`src/rtl/rs_pkg.sv`:
```
package rs_pkg;
  parameter int RS_DATA_W = 16;
  parameter int RS_TAG_W  = 3;
  parameter int RS_OP_W   = 4;

  typedef logic [RS_DATA_W-1:0] data_t;
  typedef logic [RS_TAG_W-1:0]  rob_tag_t;
  typedef logic [RS_OP_W-1:0]   op_t;

  typedef struct packed {
    rob_tag_t tag;
    data_t    val;
  } src_t;

  typedef struct packed {
    op_t      op;
    rob_tag_t dst;
    src_t     s1;
    src_t     s2;
  } slot_t;

  // Settle one source operand at issue, including same-cycle broadcast bypass.
  function automatic src_t settle_src(input logic busy, input data_t rf_val,
                                      input rob_tag_t tag, input logic prod_rdy,
                                      input data_t prod_val, input logic bc_v,
                                      input rob_tag_t bc_t, input data_t bc_d);
    src_t r;
    r.tag = '0;
    r.val = rf_val;
    if (busy) begin
      if (prod_rdy) begin
        r.val = prod_val;
      end else if (bc_v && bc_t == tag) begin
        r.val = bc_d;
      end else begin
        r.tag = tag;
        r.val = '0;
      end
    end
    return r;
  endfunction
endpackage

```
`src/rtl/rs_pick.sv`:
```
module rs_pick #(
  parameter int N = 4,
  localparam int IDX_W = (N > 1) ? $clog2(N) : 1
) (
  input  logic [N-1:0]     req,
  output logic [N-1:0]     gnt,
  output logic [IDX_W-1:0] idx,
  output logic             any
);
  always_comb begin
    gnt = '0;
    idx = '0;
    any = 1'b0;
    for (int i = N - 1; i >= 0; i--) begin
      if (req[i]) begin
        idx = IDX_W'(i);
        any = 1'b1;
      end
    end
    if (any) gnt[idx] = 1'b1;
  end
endmodule

```
`src/rtl/rs_slot.sv`:
```
module rs_slot
  import rs_pkg::*;
(
  input  logic     clk,
  input  logic     rst,
  input  logic     flush,
  input  logic     alloc,
  input  slot_t    alloc_ent,
  input  logic     bc_valid,
  input  rob_tag_t bc_tag,
  input  data_t    bc_val,
  input  logic     fire,
  output logic     busy,
  output logic     ready,
  output slot_t    ent
);
  logic  busy_q, fired_q;
  slot_t ent_q;

  always_ff @(posedge clk) begin
    if (rst || flush) begin
      busy_q  <= 1'b0;
      fired_q <= 1'b0;
      ent_q   <= '0;
    end else if (alloc) begin
      busy_q  <= 1'b1;
      fired_q <= 1'b0;
      ent_q   <= alloc_ent;
    end else if (busy_q) begin
      if (bc_valid && ent_q.s1.tag != '0 && ent_q.s1.tag == bc_tag) begin
        ent_q.s1.val <= bc_val;
        ent_q.s1.tag <= '0;
      end
      if (bc_valid && ent_q.s2.tag != '0 && ent_q.s2.tag == bc_tag) begin
        ent_q.s2.val <= bc_val;
        ent_q.s2.tag <= '0;
      end
      if (fire) fired_q <= 1'b1;
      if (fired_q && bc_valid && bc_tag == ent_q.dst) busy_q <= 1'b0;
    end
  end

  assign busy  = busy_q;
  assign ready = busy_q && !fired_q && ent_q.s1.tag == '0 && ent_q.s2.tag == '0;
  assign ent   = ent_q;
endmodule

```
`src/rtl/rs_array.sv`:
```
module rs_array
  import rs_pkg::*;
#(
  parameter int N_RS = 4,
  localparam int IDX_W = (N_RS > 1) ? $clog2(N_RS) : 1
) (
  input  logic                 clk,
  input  logic                 rst,
  input  logic                 flush,
  input  logic                 iss_valid,
  input  logic [RS_OP_W-1:0]   iss_op,
  input  logic [RS_TAG_W-1:0]  iss_dst,
  input  logic                 a_busy,
  input  logic [RS_DATA_W-1:0] a_rf_val,
  input  logic [RS_TAG_W-1:0]  a_tag,
  input  logic                 a_prod_rdy,
  input  logic [RS_DATA_W-1:0] a_prod_val,
  input  logic                 b_busy,
  input  logic [RS_DATA_W-1:0] b_rf_val,
  input  logic [RS_TAG_W-1:0]  b_tag,
  input  logic                 b_prod_rdy,
  input  logic [RS_DATA_W-1:0] b_prod_val,
  output logic                 iss_ready,
  input  logic                 bc_valid,
  input  logic [RS_TAG_W-1:0]  bc_tag,
  input  logic [RS_DATA_W-1:0] bc_val,
  output logic                 disp_valid,
  output logic [RS_OP_W-1:0]   disp_op,
  output logic [RS_TAG_W-1:0]  disp_dst,
  output logic [RS_DATA_W-1:0] disp_a,
  output logic [RS_DATA_W-1:0] disp_b
);
  logic [N_RS-1:0]  busy_vec, ready_vec, alloc_gnt, fire_gnt, alloc_vec, fire_vec;
  logic [IDX_W-1:0] alloc_idx, fire_idx;
  logic             free_any, fire_any;
  slot_t            new_ent;
  slot_t            slot_q [N_RS];

  // Operands are settled once here and shared by all stations.
  always_comb begin
    new_ent.op  = iss_op;
    new_ent.dst = iss_dst;
    new_ent.s1  = settle_src(a_busy, a_rf_val, a_tag, a_prod_rdy, a_prod_val,
                             bc_valid, bc_tag, bc_val);
    new_ent.s2  = settle_src(b_busy, b_rf_val, b_tag, b_prod_rdy, b_prod_val,
                             bc_valid, bc_tag, bc_val);
  end

  rs_pick #(.N(N_RS)) u_alloc_pick (
    .req(~busy_vec), .gnt(alloc_gnt), .idx(alloc_idx), .any(free_any)
  );

  rs_pick #(.N(N_RS)) u_fire_pick (
    .req(ready_vec), .gnt(fire_gnt), .idx(fire_idx), .any(fire_any)
  );

  assign iss_ready = free_any;
  assign alloc_vec = alloc_gnt & {N_RS{iss_valid && !flush}};
  assign fire_vec  = fire_gnt & {N_RS{!flush}};

  for (genvar g = 0; g < N_RS; g++) begin : g_slot
    rs_slot u_slot (
      .clk      (clk),
      .rst      (rst),
      .flush    (flush),
      .alloc    (alloc_vec[g]),
      .alloc_ent(new_ent),
      .bc_valid (bc_valid),
      .bc_tag   (bc_tag),
      .bc_val   (bc_val),
      .fire     (fire_vec[g]),
      .busy     (busy_vec[g]),
      .ready    (ready_vec[g]),
      .ent      (slot_q[g])
    );
  end

  always_ff @(posedge clk) begin
    if (rst || flush) begin
      disp_valid <= 1'b0;
      disp_op    <= '0;
      disp_dst   <= '0;
      disp_a     <= '0;
      disp_b     <= '0;
    end else begin
      disp_valid <= fire_any;
      if (fire_any) begin
        disp_op  <= slot_q[fire_idx].op;
        disp_dst <= slot_q[fire_idx].dst;
        disp_a   <= slot_q[fire_idx].s1.val;
        disp_b   <= slot_q[fire_idx].s2.val;
      end
    end
  end
endmodule

```
`config.mk`:
```
export PLATFORM = sky130hd
export DESIGN_NAME = rs_array
export DESIGN_NICKNAME = d
export VERILOG_FILES = /design/src/rtl/rs_pkg.sv /design/src/rtl/rs_pick.sv /design/src/rtl/rs_slot.sv /design/src/rtl/rs_array.sv
export SDC_FILE = /design/constraint.sdc
export NUM_CORES = 1
export LEC_CHECK = 0
export ABC_AREA = 1
export CORE_ASPECT_RATIO = 1.4
export CORE_UTILIZATION = 47
export DETAILED_ROUTE_END_ITERATION = 7
export PLACE_DENSITY = 0.74
export SLEW_MARGIN = 20
export SYNTH_ARGS = -nofsm -noshare
export SYNTH_HDL_FRONTEND = slang
export SYNTH_SLANG_ARGS = --single-unit
export TNS_END_PERCENT = 30
```
`constraint.sdc`:
```
create_clock -name clk -period 5.1 [get_ports clk]
set_clock_uncertainty 0.15 [all_clocks]
set_input_delay 0.51 -clock clk [delete_from_list [all_inputs] [get_ports clk]]
set_output_delay 0.51 -clock clk [all_outputs]
set_load 0.1 [all_outputs]
```
**Yosys cells after proc, flatten, opt, wreduce, memory -nomap -nowiden**

Cells that the tools add are included.

- $lt $le $gt $ge: 5
- Equal/unequal tests: 14
- Bitwise operators: 4
- Multiplexer cells: 63
- Reduce and logical (&&, ||, !) cells: 91

Operator list:

| cell | count |
|---|---|
| $mux 38 | 8 |
| $mux 19 | 10 |
| $bmux 45 s2 | 1 |
| $mux 45 | 2 |
| $mux 16 | 4 |
| $eq 3x3->1 | 14 |
| $logic_and 1x1->1 | 41 |
| $logic_not 3->1 | 8 |
| $reduce_and 2->1 | 12 |
| $reduce_bool 2->1 | 12 |
| $reduce_bool 3->1 | 8 |
| $mux 1 | 22 |
| $mux 2 | 8 |
| $mux 3 | 4 |
| $and 4x4->4 | 2 |
| $mux 4 | 2 |
| $reduce_or 2->1 | 4 |
| $lt 2x3->1 const B | 2 |
| $logic_not 1->1 | 5 |
| $demux 1 s2 | 2 |
| $ge 2x1->1 const B | 2 |
| $not 4->4 | 1 |
| $ge 3x3->1 const B | 1 |
| $not 2->3 | 1 |
| $logic_or 1x1->1 | 1 |

- Word-level logic and storage cells: 214
- Flip-flop bits (word level): 228
- Input port bits: 105

**Longest topological paths before layout**

- Depth in word-level cells: 15
- Gate-level depth with buffers: 13
- Gate-level depth less buffers: 11

**Hierarchy**

Synthesis repeated with hierarchy kept, for this count alone.

- Cells, all modules: 2147
- Area total of the unflattened synthesis: 14087.3 um^2

Modules (own cells, without submodules):

| module | sequential area each (um^2) | instances | cells each | area an instance (um^2) |
|---|---|---|---|---|
| rs_slot | 940.9 | 4 | 336 | 2496.1 |
| rs_array | 800.8 | 1 | 777 | 3997.6 |
| rs_pick | 0.0 | 2 | 13 | 52.6 |

**Worst setup path after synthesis**

Ideal clock, no wire load.

- Path type: register to output
- Start point: register g_slot[1].u_slot.busy_q
- End point: output iss_ready
- Arrival: 1.264 ns
- Setup slack: 3.176 ns
- Buffers on the path: 1
- Cell stages (with the launch flop): 5
- Cells stage by stage: dfxtp_1 -> buf_4 -> nand2_1 -> inv_2 -> nand3_1

- Cells in the longest elaborated chain, start to end: 3

RTL lines:

| element | RTL line | text |
|---|---|---|
| start, declared | rs_slot.sv:17 | `logic busy_q, fired_q;` |
| start signal, assigned | rs_slot.sv:22 | `busy_q <= 1'b0;` |
| start signal, assigned | rs_slot.sv:26 | `busy_q <= 1'b1;` |
| start signal, assigned | rs_slot.sv:39 | `if (fired_q && bc_valid && bc_tag == ent_q.dst) busy_q <= 1'b0;` |
| $not 4->4 | rs_array.sv:50 | `.req(~busy_vec), .gnt(alloc_gnt), .idx(alloc_idx), .any(free_any)` |
| $mux 1 (2 in series) | rs_pick.sv:15 | `if (req[i]) begin` |
| end, declared | rs_array.sv:23 | `output logic iss_ready,` |

Every way passes these cells.

**Worst setup path in the final report**

- Start point: register g_slot[0].u_slot.busy_q
- End point: register disp_b[2]

- Cells in the longest elaborated chain, start to end: 8

RTL lines:

| element | RTL line | text |
|---|---|---|
| start, declared | rs_slot.sv:17 |  |
| start signal, assigned | rs_slot.sv:22 |  |
| start signal, assigned | rs_slot.sv:26 |  |
| start signal, assigned | rs_slot.sv:39 |  |
| $logic_and 1x1->1 * (3 in series) | rs_slot.sv:44 | `assign ready = busy_q && !fired_q && ent_q.s1.tag == '0 && ent_q.s2.tag == '0;` |
| $mux 2 | rs_pick.sv:15 |  |
| $not 2->3 (not written as such) | rs_array.sv:91 | `disp_b <= slot_q[fire_idx].s2.val;` |
| $bmux 45 s2 | rs_array.sv:91 |  |
| $mux 45 (not written as such) (2 in series) | rs_array.sv:91 |  |
| end signal, assigned | rs_array.sv:91 |  |
| end, declared | rs_array.sv:31 | `output logic [RS_DATA_W-1:0] disp_b` |

Mark *: on every way between the ends. The rest lies on a longest branch, timed or not. The select of a mux whose other input is x is not followed.
A chain may end at the register's enable or synchronous reset.

==> results.md <==
- Worst Setup Start Kind: flop
- Die Wd: 145 um
- All-Layer GR Usage: 0.343
- Synth Area in XOR/XNOR: 0.00781
- Crit end category: flop
- EDFF count, synth: 0
- Worst-path clk slew: 0.07 ns
- Drt first-iter violations: 1738
- GRT overflow: 0
- Share of cells above drive strength 1: 0.0630
- Post-CTS setup-driven buffer insertion count: 0
- Syn Inst Count: 2116
- CP Data Required Time: 5.37 ns
- Max Fclk: 0.309 GHz
- Synth Area in Simple Gates: 0.432
- Crit Path Max Fanout: 42
- Setup TNS Final: 0 ns
- Drt first pass iters: 6
- Largest family of logic cells by synthesized area: simple AND/OR/NAND/NOR gates
- Core area: 27900 um2
- Synth area leaders: dfxtp_1 34%, nand3_1 16%, nand2_1 15%, nor2_1 6.2%, inv_1 4.9%
- Antenna Cells: 0
- Flop2flop setup slack: 1.87 ns
- Clock Sink Count: 228
- Top cell type by total area after synthesis: dfxtp_1
- Clock Latency Late Sink: 0.55 ns
- Worst path cell trace: inv_2 > nor3_2 > nand3_2 > buf_4 > nand3_1 > buf_4 > nand3_1 > nand2_1 > nor2_1 > nor2_1
- First-pass GRT wire length: 79.3 mm
- Number of buffers created by CTS: 24
- Syn-to-layout area delta: 15.3%
- Commonest non-fill, non-tap cell in the layout: nand2_1
- Status: completed
- Mapped cell area: 13500 um2
- Commonest non-fill, non-tap cells in the layout: 522 x nand2_1, 418 x nand3_1, 228 x dfxtp_1
- Netlist cell types: 47
- CTS max path bufs: 3
- Antenna Nets Post-Route: 0
- IO Port Bufs: 145
- DP HPWL: 33.0 mm
- Fin. max-slew vios: 0
- Leakage: 0.00670 uW
- Routed vias/inst: 5.97
- Final net count: 2262
- I/O pin count: 146
- Sequential area share after synthesis: 0.339
- Routed wire length: 51.5 mm
- Post-synth net total: 2221
- Min Tclk post-route: 3.23 ns
- H-tree Lvls: 1
- Final Cycle Share: 0.634
- Yosys Warn Count: 0
- Mean post-synth cell area: 6.36 um2
- CTS tree: done
- Reg2Reg Capture Point: disp_b[2]
- WHS: 0.317 ns
- Die ar.: 29300 um2
- Hold Startpoint: g_slot[0].u_slot.ent[44]
- Via count: 15.2k
- Vias in the first global route: 14.4k
- HP Class: flop to flop
- # rows: 72
- Hold bufs inserted after CTS: 0
- Die Span Y: 202 um
- Multiplexer share of the synthesized area: 0
- DR WL/cell: 20.2 um
- Measured slew at the worst slew-check pin: 1.17 ns
- Post-Layout Cell Count: 2543
- Ys flop type: dfxtp_1
- Initial Util: 0.482
- Critical path type: flop to flop
- Largest net degree at the start of global routing: 156
- Hold Crit Depth: 2
- RSZ-0062 raised after global routing: false
- Final hold viol count: 0
- Relative slew slack: 0.218
- Crit-path slowest cell: nand3_1
- Antenna violations before repair: 1
- Critical path data arrival time: 3.50 ns
- Worst path max stage delay: 0.77 ns
- Routability cong.: 0.957
- Layout filler cell count: 2821
- Cts repair resizes: 0
- Adder-Cell Fraction of Synth Area: 0
- MaxCap Viol Count: 0
- Synth top area share: 0.339
- Ys async rst share: 0
- Max VDD drop: 0.219 mV
- Finish-stage setup viols: 0
- # DRC: 0
- # placed instances: 2501
- Hold EP: g_slot[0].u_slot.ent[44]
- Root buffer cell: clkbuf_16
- RR Startpoint: g_slot[0].u_slot.busy
- Power Density: 272 nW/um2
- Area fraction in compound gates after synthesis: 0.103
- Register-to-Register Path Depth: 10
- FF+latch count, synth: 228
layout make-up:
type,count,area (um2),area share
clock buffers,32,712,0.0459
clock inverters,10,87.6,0.00565
inverters,200,763,0.0492
multi-input cells,1539,7320,0.472
flip-flops and latches,228,4560,0.294
well taps,370,463,0.0298
repair buffers,164,1610,0.104
critical path: cells and delay by family, from the launching register on:
kind	cells	cell delay (ns)
buf+inv	3	1.20
simple gates	7	1.36
flops	1	0.38
routing by layer:
| layer | global-route usage | up-vias | part of all wire |
|---|---|---|---|
| li1 | - | 6976 | - |
| met1 | 0.391 | 6980 | 0.35 |
| met2 | 0.570 | 969 | 0.46 |
| met3 | 0.0585 | 252 | 0.10 |
| met4 | 0.271 | 2 | 0.085 |
| met5 | 0 | - | 0.00021 |
state kept, by name (all words and copies together) (netlist names):
register / cells
g_slot.u_slot.busy: 4
disp_valid: 1
disp_b: 16
disp_a: 16
disp_dst: 3
disp_op: 4
g_slot.u_slot.fired_q: 4
g_slot.u_slot.ent: 180
cells in the mapped netlist (3+ instances only):
| library cell | number |
|---|---|
| o21bai_1 | 6 |
| nand3b_1 | 17 |
| a21oi_1 | 107 |
| nand4_4 | 3 |
| xor2_1 | 7 |
| o21bai_4 | 7 |
| buf_6 | 18 |
| nand3_1 | 419 |
| o22ai_1 | 4 |
| nand2_4 | 4 |
| clkbuf_1 | 61 |
| or2_1 | 3 |
| nor2_2 | 6 |
| o21bai_2 | 5 |
| buf_2 | 48 |
| buf_4 | 17 |
| inv_2 | 17 |
| inv_1 | 175 |
| or2_2 | 11 |
| nand4_1 | 66 |
| xnor2_1 | 5 |
| nor3_4 | 3 |
| clkinv_1 | 4 |
| o21ai_0 | 91 |
| nand2_1 | 523 |
| dfxtp_1 | 228 |
| o21ai_1 | 7 |
| nand2_2 | 3 |
| nor3_1 | 3 |
| buf_1 | 4 |
| nor2_1 | 221 |
power breakdown:
group	switching (uW)	internal, uW
logic	399	182
clock network	795	1030
registers	11.0	1800
total	1200	3010
through the flow:
step           total power [uW]  area [um2]  setup WS (ns)   util
2_1_floorplan              2190       13500           3.18      -
3_3_place_gp               2410       14700           1.50  0.527
3_5_place_dp               2410       14700           1.52  0.527
4_1_cts                    4190       15500           1.99  0.556
5_1_grt                    4300       15500           1.83  0.556
6_report                   4220       15500           1.87  0.556
cell families (layout without fill, tap and decap cells):
group | Yosys count | count (layout)
xor gates and xnor gates | 12 | 12
AOI/OAI and AO/OA | 239 | 239
DFF | 228 | 228
and+or+nand+nor | 1288 | 1288
buffers and inverters | 349 | 406
worst max-delay path by stage:
stage | startpoint | to | slack (ns) | depth (start not counted)
after CTS | g_slot[0].u_slot.busy | disp_b[2] | 1.99 | 10
after floorplan | g_slot[1].u_slot.busy | iss_ready | 3.18 | 4
after global placement | flush | g_slot[2].u_slot.ent[37] | 1.50 | 9
after detailed placement | flush | g_slot[2].u_slot.ent[17] | 1.52 | 9
final | g_slot[0].u_slot.busy | disp_b[2] | 1.87 | 10
after global routing | flush | g_slot[2].u_slot.ent[16] | 1.83 | 9
No activity file was read; power rests on OpenSTA's default activity.
